===== config.mk =====
export PLATFORM = sky130hd
export DESIGN_NAME = dma_chan_engine
export DESIGN_NICKNAME = d
export VERILOG_FILES = /design/src/rtl/dmae_pkg.sv /design/src/rtl/dmae_regs.sv /design/src/rtl/dmae_buf.sv /design/src/rtl/dmae_ctrl.sv /design/src/rtl/dma_chan_engine.sv
export SDC_FILE = /design/constraint.sdc
export NUM_CORES = 2
export LEC_CHECK = 0
export ABC_CLOCK_PERIOD_IN_PS = 18800
export BUFFER_PORTS_ARGS = -buffer_cell sky130_fd_sc_hd__buf_2
export CELL_PAD_IN_SITES_DETAIL_PLACEMENT = 1
export CELL_PAD_IN_SITES_GLOBAL_PLACEMENT = 1
export CORE_AREA = 2 2 377 379
export DETAILED_ROUTE_END_ITERATION = 8
export DIE_AREA = 0 0 379 381
export PLACE_DENSITY = 0.59
export SYNTH_ARGS = -nofsm -noshare
export SYNTH_HDL_FRONTEND = slang
export SYNTH_SLANG_ARGS = --single-unit
export TNS_END_PERCENT = 100

===== constraint.sdc =====
create_clock -name clk -period 18.8 [get_ports clk]
set_clock_uncertainty 0.2 [all_clocks]
set_input_delay 2.82 -clock clk [delete_from_list [all_inputs] [get_ports clk]]
set_output_delay 2.82 -clock clk [all_outputs]
set_load 0.05 [all_outputs]

===== src/rtl/dmae_pkg.sv =====
package dmae_pkg;

    localparam int WORD_W   = 32;
    localparam int LEN_W    = 13;
    localparam int SEL_W    = 2;

    // command word bit positions (decoded by the engine)
    localparam int CMD_INC_SRC  = 31;
    localparam int CMD_INC_DST  = 30;
    localparam int CMD_PACE_SRC = 29;
    localparam int CMD_PACE_DST = 28;
    localparam int CMD_EV_START = 22;
    localparam int CMD_EV_END   = 21;
    localparam int CMD_BSZ_LO   = 16;
    localparam int CMD_WID_LO   = 14;

    // link word bit positions
    localparam int LNK_LAST   = 0;
    localparam int LNK_BRANCH = 1;

    localparam logic [1:0] SIZE_WORD = 2'd3;

    typedef enum logic [4:0] {
        ST_IDLE  = 5'b00001,
        ST_FETCH = 5'b00010,
        ST_READ  = 5'b00100,
        ST_WRITE = 5'b01000,
        ST_DONE  = 5'b10000
    } dma_state_e;

    typedef enum logic [SEL_W-1:0] {
        SEL_LINK = 2'd0,
        SEL_SRC  = 2'd1,
        SEL_DST  = 2'd2,
        SEL_CMD  = 2'd3
    } win_sel_e;

    typedef struct packed {
        logic [WORD_W-1:0] link;
        logic [WORD_W-1:0] src;
        logic [WORD_W-1:0] dst;
        logic [WORD_W-1:0] cmd;
    } chan_regs_t;

    typedef struct packed {
        logic             fetch_ld;
        logic [SEL_W-1:0] fetch_idx;
        logic             src_adv;
        logic             dst_adv;
        logic             len_ld;
    } reg_upd_t;

    typedef struct packed {
        logic start;
        logic fin;
        logic stop;
        logic eor;
    } dma_ev_t;

    function automatic logic [LEN_W-1:0] width_bytes(input logic [1:0] code);
        case (code)
            2'd1:    return LEN_W'(1);
            2'd2:    return LEN_W'(2);
            2'd3:    return LEN_W'(4);
            default: return '0;
        endcase
    endfunction

    function automatic logic [1:0] width_log(input logic [1:0] code);
        return (code == 2'd0) ? 2'd0 : code - 2'd1;
    endfunction

    function automatic logic [LEN_W-1:0] burst_bytes(input logic [1:0] code);
        return LEN_W'(4) << code;
    endfunction

endpackage


===== src/rtl/dmae_regs.sv =====
module dmae_regs
    import dmae_pkg::*;
(
    input  logic              clk,
    input  logic              rst,
    input  logic              busy_i,
    input  logic              win_we_i,
    input  logic [SEL_W-1:0]  win_sel_i,
    input  logic [WORD_W-1:0] win_wdata_i,
    output logic [WORD_W-1:0] win_rdata_o,
    input  reg_upd_t          upd_i,
    input  logic [WORD_W-1:0] ld_data_i,
    input  logic [LEN_W-1:0]  len_new_i,
    output chan_regs_t        regs_o
);

    chan_regs_t regs_q;
    logic [WORD_W-1:0] step;

    assign step   = WORD_W'(width_bytes(regs_q.cmd[CMD_WID_LO +: 2]));
    assign regs_o = regs_q;

    always_comb begin
        case (win_sel_e'(win_sel_i))
            SEL_LINK: win_rdata_o = regs_q.link;
            SEL_SRC:  win_rdata_o = regs_q.src;
            SEL_DST:  win_rdata_o = regs_q.dst;
            default:  win_rdata_o = regs_q.cmd;
        endcase
    end

    always_ff @(posedge clk) begin
        if (rst) begin
            regs_q <= '0;
        end else begin
            if (!busy_i && win_we_i) begin
                case (win_sel_e'(win_sel_i))
                    SEL_LINK: regs_q.link <= win_wdata_i;
                    SEL_SRC:  regs_q.src  <= win_wdata_i;
                    SEL_DST:  regs_q.dst  <= win_wdata_i;
                    default:  regs_q.cmd  <= win_wdata_i;
                endcase
            end
            if (upd_i.fetch_ld) begin
                case (win_sel_e'(upd_i.fetch_idx))
                    SEL_LINK: regs_q.link <= ld_data_i;
                    SEL_SRC:  regs_q.src  <= ld_data_i;
                    SEL_DST:  regs_q.dst  <= ld_data_i;
                    default: begin
                        regs_q.cmd <= ld_data_i;
                        if (ld_data_i[CMD_PACE_SRC]) regs_q.src[1:0] <= 2'b00;
                        if (ld_data_i[CMD_PACE_DST]) regs_q.dst[1:0] <= 2'b00;
                    end
                endcase
            end
            if (upd_i.src_adv && regs_q.cmd[CMD_INC_SRC])
                regs_q.src <= regs_q.src + step;
            if (upd_i.dst_adv && regs_q.cmd[CMD_INC_DST])
                regs_q.dst <= regs_q.dst + step;
            if (upd_i.len_ld)
                regs_q.cmd[LEN_W-1:0] <= len_new_i;
        end
    end


    busy_write_ignored_chk: assert property (@(posedge clk) disable iff (rst)
        busy_i && win_we_i && !upd_i.fetch_ld && !upd_i.src_adv &&
        !upd_i.dst_adv && !upd_i.len_ld |=> $stable(regs_q));


    pace_mask_chk: assert property (@(posedge clk) disable iff (rst)
        upd_i.fetch_ld && upd_i.fetch_idx == 2'd3 && ld_data_i[CMD_PACE_SRC]
        |=> regs_q.src[1:0] == 2'b00);

endmodule


===== src/rtl/dmae_buf.sv =====
module dmae_buf #(
    parameter int DEPTH = 32,
    parameter int W     = 32,
    localparam int IDX_W = $clog2(DEPTH)
) (
    input  logic             clk,
    input  logic             wr_en_i,
    input  logic [IDX_W-1:0] idx_i,
    input  logic [W-1:0]     wr_data_i,
    output logic [W-1:0]     rd_data_o
);

    logic [W-1:0] mem_q [DEPTH];

    always_ff @(posedge clk) begin
        if (wr_en_i) mem_q[idx_i] <= wr_data_i;
    end

    assign rd_data_o = mem_q[idx_i];

endmodule


===== src/rtl/dmae_ctrl.sv =====
module dmae_ctrl
    import dmae_pkg::*;
#(
    parameter int MAX_BURST = 32,
    localparam int IDX_W = $clog2(MAX_BURST)
) (
    input  logic              clk,
    input  logic              rst,
    input  logic              start_i,
    input  logic              nofetch_i,
    input  logic              eor_stop_i,
    input  logic              eor_jump_i,
    input  logic              cmp_i,
    input  logic              flow_req_i,
    input  chan_regs_t        regs_i,
    input  logic [WORD_W-1:0] mem_rdata_i,
    input  logic              mem_ready_i,
    output logic              mem_req_o,
    output logic              mem_we_o,
    output logic [1:0]        mem_size_o,
    output logic [WORD_W-1:0] mem_addr_o,
    output reg_upd_t          upd_o,
    output logic [LEN_W-1:0]  len_new_o,
    output logic              buf_wr_o,
    output logic [IDX_W-1:0]  buf_idx_o,
    output logic              busy_o,
    output logic              err_o,
    output dma_ev_t           ev_o
);

    dma_state_e state_q, state_d;
    logic [LEN_W-1:0]  beat_q, beat_d;
    logic [WORD_W-1:0] fetch_base_q, fetch_next;
    logic              fetch_load;
    logic              err_q, err_d;
    logic              pend_q;
    dma_ev_t           ev_q, ev_d;

    logic [1:0]       wcode;
    logic [LEN_W-1:0] wb, len, bsz, burst, nbeats, len_new;
    logic             paced, stall, last_beat, accept, eor_hit;

    assign wcode   = regs_i.cmd[CMD_WID_LO +: 2];
    assign wb      = width_bytes(wcode);
    assign len     = regs_i.cmd[LEN_W-1:0];
    assign bsz     = burst_bytes(regs_i.cmd[CMD_BSZ_LO +: 2]);
    assign burst   = (len < bsz) ? len : bsz;
    assign nbeats  = (burst + wb - LEN_W'(1)) >> width_log(wcode);
    assign len_new = len - burst;
    assign paced   = regs_i.cmd[CMD_PACE_SRC] | regs_i.cmd[CMD_PACE_DST];
    assign eor_hit = paced && !flow_req_i;
    assign stall   = (state_q == ST_READ) && (beat_q == '0) && eor_hit && !pend_q;
    assign last_beat = (beat_q == nbeats - LEN_W'(1));

    assign fetch_next = {regs_i.link[WORD_W-1:4], 4'b0000} +
                        ((regs_i.link[LNK_BRANCH] && cmp_i) ? WORD_W'(32) : '0);

    always_comb begin
        mem_req_o  = (state_q == ST_FETCH) || (state_q == ST_WRITE) ||
                     ((state_q == ST_READ) && !stall);
        mem_we_o   = (state_q == ST_WRITE);
        mem_size_o = (state_q == ST_FETCH) ? SIZE_WORD : wcode;
        case (state_q)
            ST_FETCH: mem_addr_o = fetch_base_q + {{(WORD_W-4){1'b0}}, beat_q[1:0], 2'b00};
            ST_WRITE: mem_addr_o = regs_i.dst;
            default:  mem_addr_o = regs_i.src;
        endcase
    end

    assign accept    = mem_req_o && mem_ready_i;
    assign buf_idx_o = beat_q[IDX_W-1:0];
    assign len_new_o = len_new;

    always_comb begin
        state_d    = state_q;
        beat_d     = beat_q;
        err_d      = err_q;
        ev_d       = '0;
        upd_o      = '0;
        buf_wr_o   = 1'b0;
        fetch_load = 1'b0;
        case (state_q)
            ST_IDLE: begin
                if (start_i) begin
                    err_d  = 1'b0;
                    beat_d = '0;
                    if (!nofetch_i) begin
                        state_d    = ST_FETCH;
                        fetch_load = 1'b1;
                    end else if (wcode == 2'd0) begin
                        err_d     = 1'b1;
                        ev_d.stop = 1'b1;
                    end else begin
                        state_d = (len == '0) ? ST_DONE : ST_READ;
                    end
                end
            end
            ST_FETCH: begin
                if (accept) begin
                    upd_o.fetch_ld  = 1'b1;
                    upd_o.fetch_idx = beat_q[1:0];
                    if (beat_q[1:0] == 2'd3) begin
                        beat_d     = '0;
                        ev_d.start = mem_rdata_i[CMD_EV_START];
                        if (mem_rdata_i[CMD_WID_LO +: 2] == 2'd0) begin
                            err_d     = 1'b1;
                            ev_d.stop = 1'b1;
                            state_d   = ST_IDLE;
                        end else begin
                            state_d = (mem_rdata_i[LEN_W-1:0] == '0) ? ST_DONE : ST_READ;
                        end
                    end else begin
                        beat_d = beat_q + LEN_W'(1);
                    end
                end
            end
            ST_READ: begin
                if (accept) begin
                    buf_wr_o      = 1'b1;
                    upd_o.src_adv = 1'b1;
                    if (last_beat) begin
                        beat_d  = '0;
                        state_d = ST_WRITE;
                    end else begin
                        beat_d = beat_q + LEN_W'(1);
                    end
                end
            end
            ST_WRITE: begin
                if (accept) begin
                    upd_o.dst_adv = 1'b1;
                    if (last_beat) begin
                        beat_d       = '0;
                        upd_o.len_ld = 1'b1;
                        state_d      = (len_new == '0) ? ST_DONE : ST_READ;
                        if (eor_hit) begin
                            ev_d.eor = 1'b1;
                            if (eor_stop_i) begin
                                ev_d.stop = 1'b1;
                                state_d   = ST_IDLE;
                            end else if (eor_jump_i && !nofetch_i) begin
                                state_d    = ST_FETCH;
                                fetch_load = 1'b1;
                            end
                        end
                    end else begin
                        beat_d = beat_q + LEN_W'(1);
                    end
                end
            end
            ST_DONE: begin
                ev_d.fin = regs_i.cmd[CMD_EV_END];
                if (regs_i.link[LNK_LAST] || nofetch_i) begin
                    ev_d.stop = 1'b1;
                    state_d   = ST_IDLE;
                end else begin
                    state_d    = ST_FETCH;
                    fetch_load = 1'b1;
                end
            end
            default: state_d = ST_IDLE;
        endcase
    end

    always_ff @(posedge clk) begin
        if (rst) begin
            state_q      <= ST_IDLE;
            beat_q       <= '0;
            fetch_base_q <= '0;
            err_q        <= 1'b0;
            pend_q       <= 1'b0;
            ev_q         <= '0;
        end else begin
            state_q <= state_d;
            beat_q  <= beat_d;
            err_q   <= err_d;
            pend_q  <= mem_req_o && !mem_ready_i;
            ev_q    <= ev_d;
            if (fetch_load) fetch_base_q <= fetch_next;
        end
    end

    assign busy_o = (state_q != ST_IDLE);
    assign err_o  = err_q;
    assign ev_o   = ev_q;


    access_hold_chk: assert property (@(posedge clk) disable iff (rst)
        mem_req_o && !mem_ready_i |=> mem_req_o && $stable(mem_addr_o) && $stable(mem_we_o));


    idle_quiet_chk: assert property (@(posedge clk) disable iff (rst)
        !busy_o |-> !mem_req_o);


    fetch_read_chk: assert property (@(posedge clk) disable iff (rst)
        state_q == ST_FETCH |-> !mem_we_o && mem_size_o == SIZE_WORD);


    err_idle_chk: assert property (@(posedge clk) disable iff (rst)
        err_o |-> !busy_o);


    stop_idle_chk: assert property (@(posedge clk) disable iff (rst)
        ev_o.stop |-> !busy_o);

endmodule


===== src/rtl/dma_chan_engine.sv =====
module dma_chan_engine
    import dmae_pkg::*;
#(
    parameter int MAX_BURST_BYTES = 32
) (
    input  logic        clk,
    input  logic        rst,
    input  logic        start_i,
    input  logic        nofetch_i,
    input  logic        eor_stop_i,
    input  logic        eor_jump_i,
    input  logic        cmp_i,
    input  logic        flow_req_i,
    input  logic        win_we_i,
    input  logic [1:0]  win_sel_i,
    input  logic [31:0] win_wdata_i,
    output logic [31:0] win_rdata_o,
    output logic        mem_req_o,
    output logic        mem_we_o,
    output logic [1:0]  mem_size_o,
    output logic [31:0] mem_addr_o,
    output logic [31:0] mem_wdata_o,
    input  logic [31:0] mem_rdata_i,
    input  logic        mem_ready_i,
    output logic        busy_o,
    output logic        err_o,
    output logic        ev_start_o,
    output logic        ev_end_o,
    output logic        ev_stop_o,
    output logic        ev_eor_o
);

    localparam int IDX_W = $clog2(MAX_BURST_BYTES);

    chan_regs_t       regs;
    reg_upd_t         upd;
    logic [LEN_W-1:0] len_new;
    logic             buf_wr;
    logic [IDX_W-1:0] buf_idx;
    dma_ev_t          ev;

    dmae_regs u_regs (
        .clk        (clk),
        .rst        (rst),
        .busy_i     (busy_o),
        .win_we_i   (win_we_i),
        .win_sel_i  (win_sel_i),
        .win_wdata_i(win_wdata_i),
        .win_rdata_o(win_rdata_o),
        .upd_i      (upd),
        .ld_data_i  (mem_rdata_i),
        .len_new_i  (len_new),
        .regs_o     (regs)
    );

    dmae_ctrl #(.MAX_BURST(MAX_BURST_BYTES)) u_ctrl (
        .clk        (clk),
        .rst        (rst),
        .start_i    (start_i),
        .nofetch_i  (nofetch_i),
        .eor_stop_i (eor_stop_i),
        .eor_jump_i (eor_jump_i),
        .cmp_i      (cmp_i),
        .flow_req_i (flow_req_i),
        .regs_i     (regs),
        .mem_rdata_i(mem_rdata_i),
        .mem_ready_i(mem_ready_i),
        .mem_req_o  (mem_req_o),
        .mem_we_o   (mem_we_o),
        .mem_size_o (mem_size_o),
        .mem_addr_o (mem_addr_o),
        .upd_o      (upd),
        .len_new_o  (len_new),
        .buf_wr_o   (buf_wr),
        .buf_idx_o  (buf_idx),
        .busy_o     (busy_o),
        .err_o      (err_o),
        .ev_o       (ev)
    );

    dmae_buf #(.DEPTH(MAX_BURST_BYTES), .W(WORD_W)) u_buf (
        .clk      (clk),
        .wr_en_i  (buf_wr),
        .idx_i    (buf_idx),
        .wr_data_i(mem_rdata_i),
        .rd_data_o(mem_wdata_o)
    );

    assign ev_start_o = ev.start;
    assign ev_end_o   = ev.fin;
    assign ev_stop_o  = ev.stop;
    assign ev_eor_o   = ev.eor;

endmodule


* After elaboration in Yosys (flattened, before gate mapping)
Memories as Yosys holds them, arrays and structs flattened. A register that Yosys moved wholly into a read port is not among the register bits.
Index checks and enable logic that the tools add are counted.
W data, S select, Z words.
** Storage, ports and cells
- Memories kept :: 1
- Logic and storage cells :: 186
- Bits of input ports :: 76
- Bits in writable memories :: 1024
- Register bits :: 184
** Memory list
- u_buf.mem_q :: words 32, bits a word 32, rd ports 1, clocked after memory_dff 1, write ports 1, line dmae_buf.sv:13 : logic [W-1:0] mem_q [DEPTH];
** Cells by class
- Add/sub/neg operators :: 10
- Shifts and indexed selects :: 2
- Muxes and demuxes :: 85
- Bitwise gates (word level) :: 7
- Order comparisons :: 1
- Reduce and logical (&&, ||, !) cells :: 42
- Equal/unequal tests :: 25
** Operator list (number)
- $mux W128 :: 2
- $mux W32 :: 8
- $pmux W32 S3 :: 1
- $mux W13 :: 7
- $mux W5 :: 18
- $add A32 B13 Y32 :: 2
- $pmux W32 S2 :: 1
- $mux W30 :: 2
- $logic_not A13 Y1 :: 4
- $pmux W13 S3 :: 1
- $add A32 B32 Y32 :: 1
- $add A32 B4 Y32 :: 1
- $sub A13 B1 Y13 const B :: 2
- $mux W1 :: 25
- $pmux W5 S5 :: 1
- $mux W2 :: 10
- $add A13 B1 Y13 const B :: 1
- $add A13 B3 Y13 :: 1
- $eq A13 B13 Y1 :: 1
- $lt A13 B13 Y1 :: 1
- $shl A3 B2 Y13 const A :: 1
- $shr A13 B2 Y13 :: 1
- $sub A13 B13 Y13 :: 1
- $logic_and A1 B1 Y1 :: 12
- other kinds (32) :: 67

* Logic depth before layout (Yosys ltp)
- Depth after elaboration :: 15
- Mapped depth :: 29

* Hierarchy
From an unflattened synthesis, not the netlist that was laid out.
** Unflattened totals
- Cell total of the unflattened synthesis :: 4040
- Area total of the unflattened synthesis :: 54365.9 µm²
** Modules (own cells, without submodules)
- dmae_buf :: cells an instance 2075, sequential area each 30749.5 µm², area each 39102.5 µm², times used 1
- dmae_regs :: cells an instance 980, sequential area each 2562.5 µm², area each 8552.0 µm², times used 1
- dmae_ctrl :: cells an instance 985, sequential area each 1041.0 µm², area each 6711.4 µm², times used 1

* Least setup slack after synthesis
Ideal clock, no wire load.
- Path kind :: input -> output
- From :: in win_sel_i[0]
- To :: out win_rdata_o[10]
- Stages on the path :: 4
- Arrival time :: 4.491 ns
- Required time :: 15.780 ns
- Slack :: 11.289 ns
- Buffers on the path :: 3
- Cell sequence :: clkbuf_1 buf_1 clkbuf_1 mux4_2
** Between the ends
- Longest elaborated chain between the ends :: 2
** Ends and longest elaborated chain
- from (decl) :: line dma_chan_engine.sv:15 : input logic [1:0] win_sel_i,
- $eq A2 B2 Y1 (tied with other cells) :: line dmae_regs.sv:24 : case (win_sel_e'(win_sel_i))
- $pmux W32 S3 * :: line dmae_regs.sv:24
- to (decl) :: line dma_chan_engine.sv:17 : output logic [31:0] win_rdata_o,
Mark *: on every way between the ends. The rest lies on a longest branch, timed or not.

==> key figures <==
Drt
  – Vias/cell: ~5.7
  – Total wire length: ~160 mm
  – Iter 0 DRT Violations: approximately 2.5k
  – Router iterations before antenna repair: 5
  – Via count: 30.95k
  – Routed len/inst: 28.78 µm
  – DRT antenna net count: 0
  – DRC Markers: 0

Worst setup path
  – Crit path cell chain: buf_4, buf_4, buf_4, mux4_2, mux4_2, mux2_2, buf_2
  – Crit Path Max Fanout: 45
  – Crit-path most repeated cell: buf_4
  – Worst Setup Start Kind: register
  – Slowest cell on crit path: dfxtp_4
  – Required @ worst endpoint: 15,780 ps
  – Arrival @ worst endpoint: 5720 ps
  – CP endpoint kind: output port
  – CP Class: reg2out
  – Largest stage delay, worst path: 850 ps

Synth
  – Async SR Flop Fraction: 0%
  – Synth Area in Compound Gates: approximately 5.8%
  – Mapped cell area: 53,070 µm²
  – XOR/XNOR Fraction of Synth Area: 1.881%
  – Yosys reg bits: 1,209
  – Post-synthesis mux area share: 18.52%
  – Ranking of synthesized cells by area: edfxtp_1, mux4_2, dfxtp_1
  – Synth area leader: edfxtp_1
  – Synth Area in Adders: less than 1%
  – Syn avg cell area: 16.18 µm²
  – Largest family of logic cells by synthesized area: multiplexers
  – Number of synthesized flops with an enable pin: between 1k and 1.5k
  – Register area share after synthesis: about 65%
  – Share of the synthesized area in the top cell type: a little under 60%
  – Primary FF master, synth: edfxtp_1
  – Syn. warnings: 0
  – Distinct cells, synth: 86
  – Post-synthesis simple-gate area fraction: under 10%
  – Cells after synthesis: 3,280

Final layout
  – P&R area growth vs syn: 14.39%
  – Share of cells above drive strength 1: 25.77%
  – Final nets: 3,598

Clocking
  – Worst skew pair latency: 760 ps
  – Total clock buffers created by CTS: 135
  – Resized Gates After CTS: 0
  – TritonCTS clock tree: yes
  – Clk sinks: 1,209
  – CTS H-tree depth: 4
  – Bufs on Longest Clock Path: 3
  – Worst-path clk slew: 60 ps
  – Root Buffer: clkbuf_16
  – Postcts setup bufs: 0
  – CTS hold repair buffers: 0

Placed design
  – Detailed placer's ending HPWL: 90.15 mm
  – Pre-CTS setup slack: between 10,000 and 15,000 ps
  – Placer congestion estimate: 0.7917
  – Buffers added on ports: 181

Global route
  – Remaining global-route overflow: 0
  – Pin count of the biggest net entering global routing: 104
  – First-pass GRT wire length: around 230 mm
  – Vias in the first global route: 32.40k
  – Initial antenna violation count: 10
  – Tot GR Track Use: 21.96%

Floorplanning
  – Die footprint: 144,400 µm²
  – Die Y-Extent: about 380 µm
  – Die width: 379 µm
  – Starting Density: between 30 and 40%
  – I/O Pins: 182
  – Core box area: 140,600 µm²
  – # rows: 138

Timing
  – Fin crit share: 46.49%
  – Slew margin rel.: 24.69%
  – Final TNS setup: 0 ps
  – Setup violators final: 0
  – Final Max Tran Viols: 0
  – Fin. Hold Viols: 0
  – Final WS setup: ~10,000 ps
  – Post-route minimum period: roughly 9000 ps
  – RSZ-0062 raised after global routing: no
  – Max Clock Freq: 0.1144 GHz
  – Worst slew pin tran: about 1100 ps

Outcome
  – Status: completed

Power
  – Leakage power: 0.01972 µW
  – Cell area power density: 104.8 nW/µm²
  – Worst vdd ir: around 0.000069 V

Worst hold path
  – Hold WC Path Type: reg2reg

Job
  – Max Cap Viol: 0
==> cell type report <==
cell class                 instances  area [µm²]
fill                           13870       79840
sequential                      1209       34470
multi-input combinational       1834       17960
clock buffer                     175        3655
tap                             1890        2365
timing repair buffer             255        1480
clock inverter                    62       596.8
inverter                          47       176.4
antenna                            2       5.005
==> state kept, by name, summed over array words and instances, names as in the netlist, named ones only <==
signal,count
u_buf.mem_q,1024
u_ctrl.err_o,1
u_ctrl.pend_q,1
u_ctrl.beat_q,13
u_ctrl.fetch_base_q,28
u_ctrl.ev_o,4
u_ctrl.state_q,5
u_regs.regs_o,128
==> synthesized netlist by cell type (all sizes together) (4+ instances only) <==
cell,number
edfxtp,1024
o31ai,10
nor4,13
o21ai,57
a311oi,4
nor3,25
nand3,58
nor3b,5
dfxtp,185
a21o,12
a31oi,5
clkbuf,145
nand3b,9
a22o,6
xnor2,68
buf,55
nor2b,8
nor2,249
mux2,41
or2,11
mux4,352
and3,26
or4,10
a211o,5
o21a,8
a211oi,129
inv,47
nand2,244
or3,12
xor2,46
a21oi,68
mux2i,144
o211ai,36
nand4,13
and2,12
and3b,4
ha,37
and4,4
a22oi,31
nand2b,11
==> per-stage QoR <==
| stage | utilization [%] | total power [µW] | hold slack, ps | instances | instance area [µm²] |
|---|---|---|---|---|---|
| 6_report | 43.19 | 6362 | 284.1 | 5474 | 60710 |
| 5_1_grt | 43.19 | 6587 | 317.2 | 5472 | 60700 |
| 4_1_cts | 43.19 | 6423 | 287.4 | 5472 | 60700 |
| 3_5_place_dp | 40.16 | 3849 | 275.2 | 5235 | 56450 |
| 3_3_place_gp | 40.16 | 3843 | 272.6 | 5235 | 56450 |
| 2_1_floorplan | - | 3601 | 261.3 | 3290 | 53110 |
==> final timing paths <==
| path | from | endpoint | slack (ps) | cells past startpoint |
|---|---|---|---|---|
| worst max-delay path | register | mem_wdata_o[4] | 10060 | 7 |
| worst min-delay path | u_ctrl.err_o$_SDFFE_PP0P_ | u_ctrl.err_o$_SDFFE_PP0P_ | 280 | 2 |
| worst max register to register | u_regs.regs_o[10]$_SDFF_PP0_ | u_ctrl.beat_q[5]$_SDFFE_PP0P_ | 11370 | 23 |
| worst min register to register | u_ctrl.err_o$_SDFFE_PP0P_ | u_ctrl.err_o$_SDFFE_PP0P_ | 280 | 2 |
==> power breakdown <==
| group | switching [µW] | leakage [µW] | internal, µW |
|---|---|---|---|
| Sequential | 65.3 | 0.0107 | 2940 |
| Clock | 1080 | 0.00207 | 1500 |
| Combinational | 501 | 0.00695 | 282 |
| Total | 1640 | 0.0197 | 4720 |
==> critical path: cells and delay by family, from the launching register on <==
kind | cells | cell delay, ps
buf+inv | 4 | 2560
mux | 3 | 1390
flops | 1 | 850
==> layer usage <==
metal	part of all wire, %	up-vias	track usage (%)	wire (µm)
li1	-	13420	-	-
met1	44	16480	30.46	69300
met2	48	822	35.60	76140
met3	5.1	209	3.643	8024
met4	2.5	10	6.290	4014
met5	0.036	-	0	57
==> kinds of logic (layout without fill, tap and decap cells) <==
| logic type | Yosys count | in the layout |
|---|---|---|
| flip-flops | 1209 | 1209 |
| AND/OR/NAND/NOR | 718 | 718 |
| multiplexers | 537 | 537 |
| AO/OA/AOI/OAI | 413 | 413 |
| buffers and inverters | 247 | 539 |
| XOR/XNOR | 114 | 114 |
| adder cells (fa/ha/maj) | 40 | 40 |
| other | 2 | 14 |
==> cells in the final DEF (no fill, tap or decap), types with 33 or more instances in the layout <==
cell type,synthesis,routed
nor2_1,249,216
o211ai_1,36,36
inv_1,47,46
ha_1,37,37
buf_2,7,180
a211oi_1,107,107
nand3_1,58,58
xor2_1,46,46
mux2i_1,144,144
dfxtp_1,185,180
buf_4,4,73
nor2_4,0,33
mux4_2,352,352
a21oi_1,67,67
clkbuf_16,0,140
xnor2_1,68,68
nand2_1,244,239
o21ai_0,56,56
edfxtp_1,1024,1024
clkbuf_1,145,33
mux2_2,40,40
No activity file was read; power rests on OpenSTA's default activity.
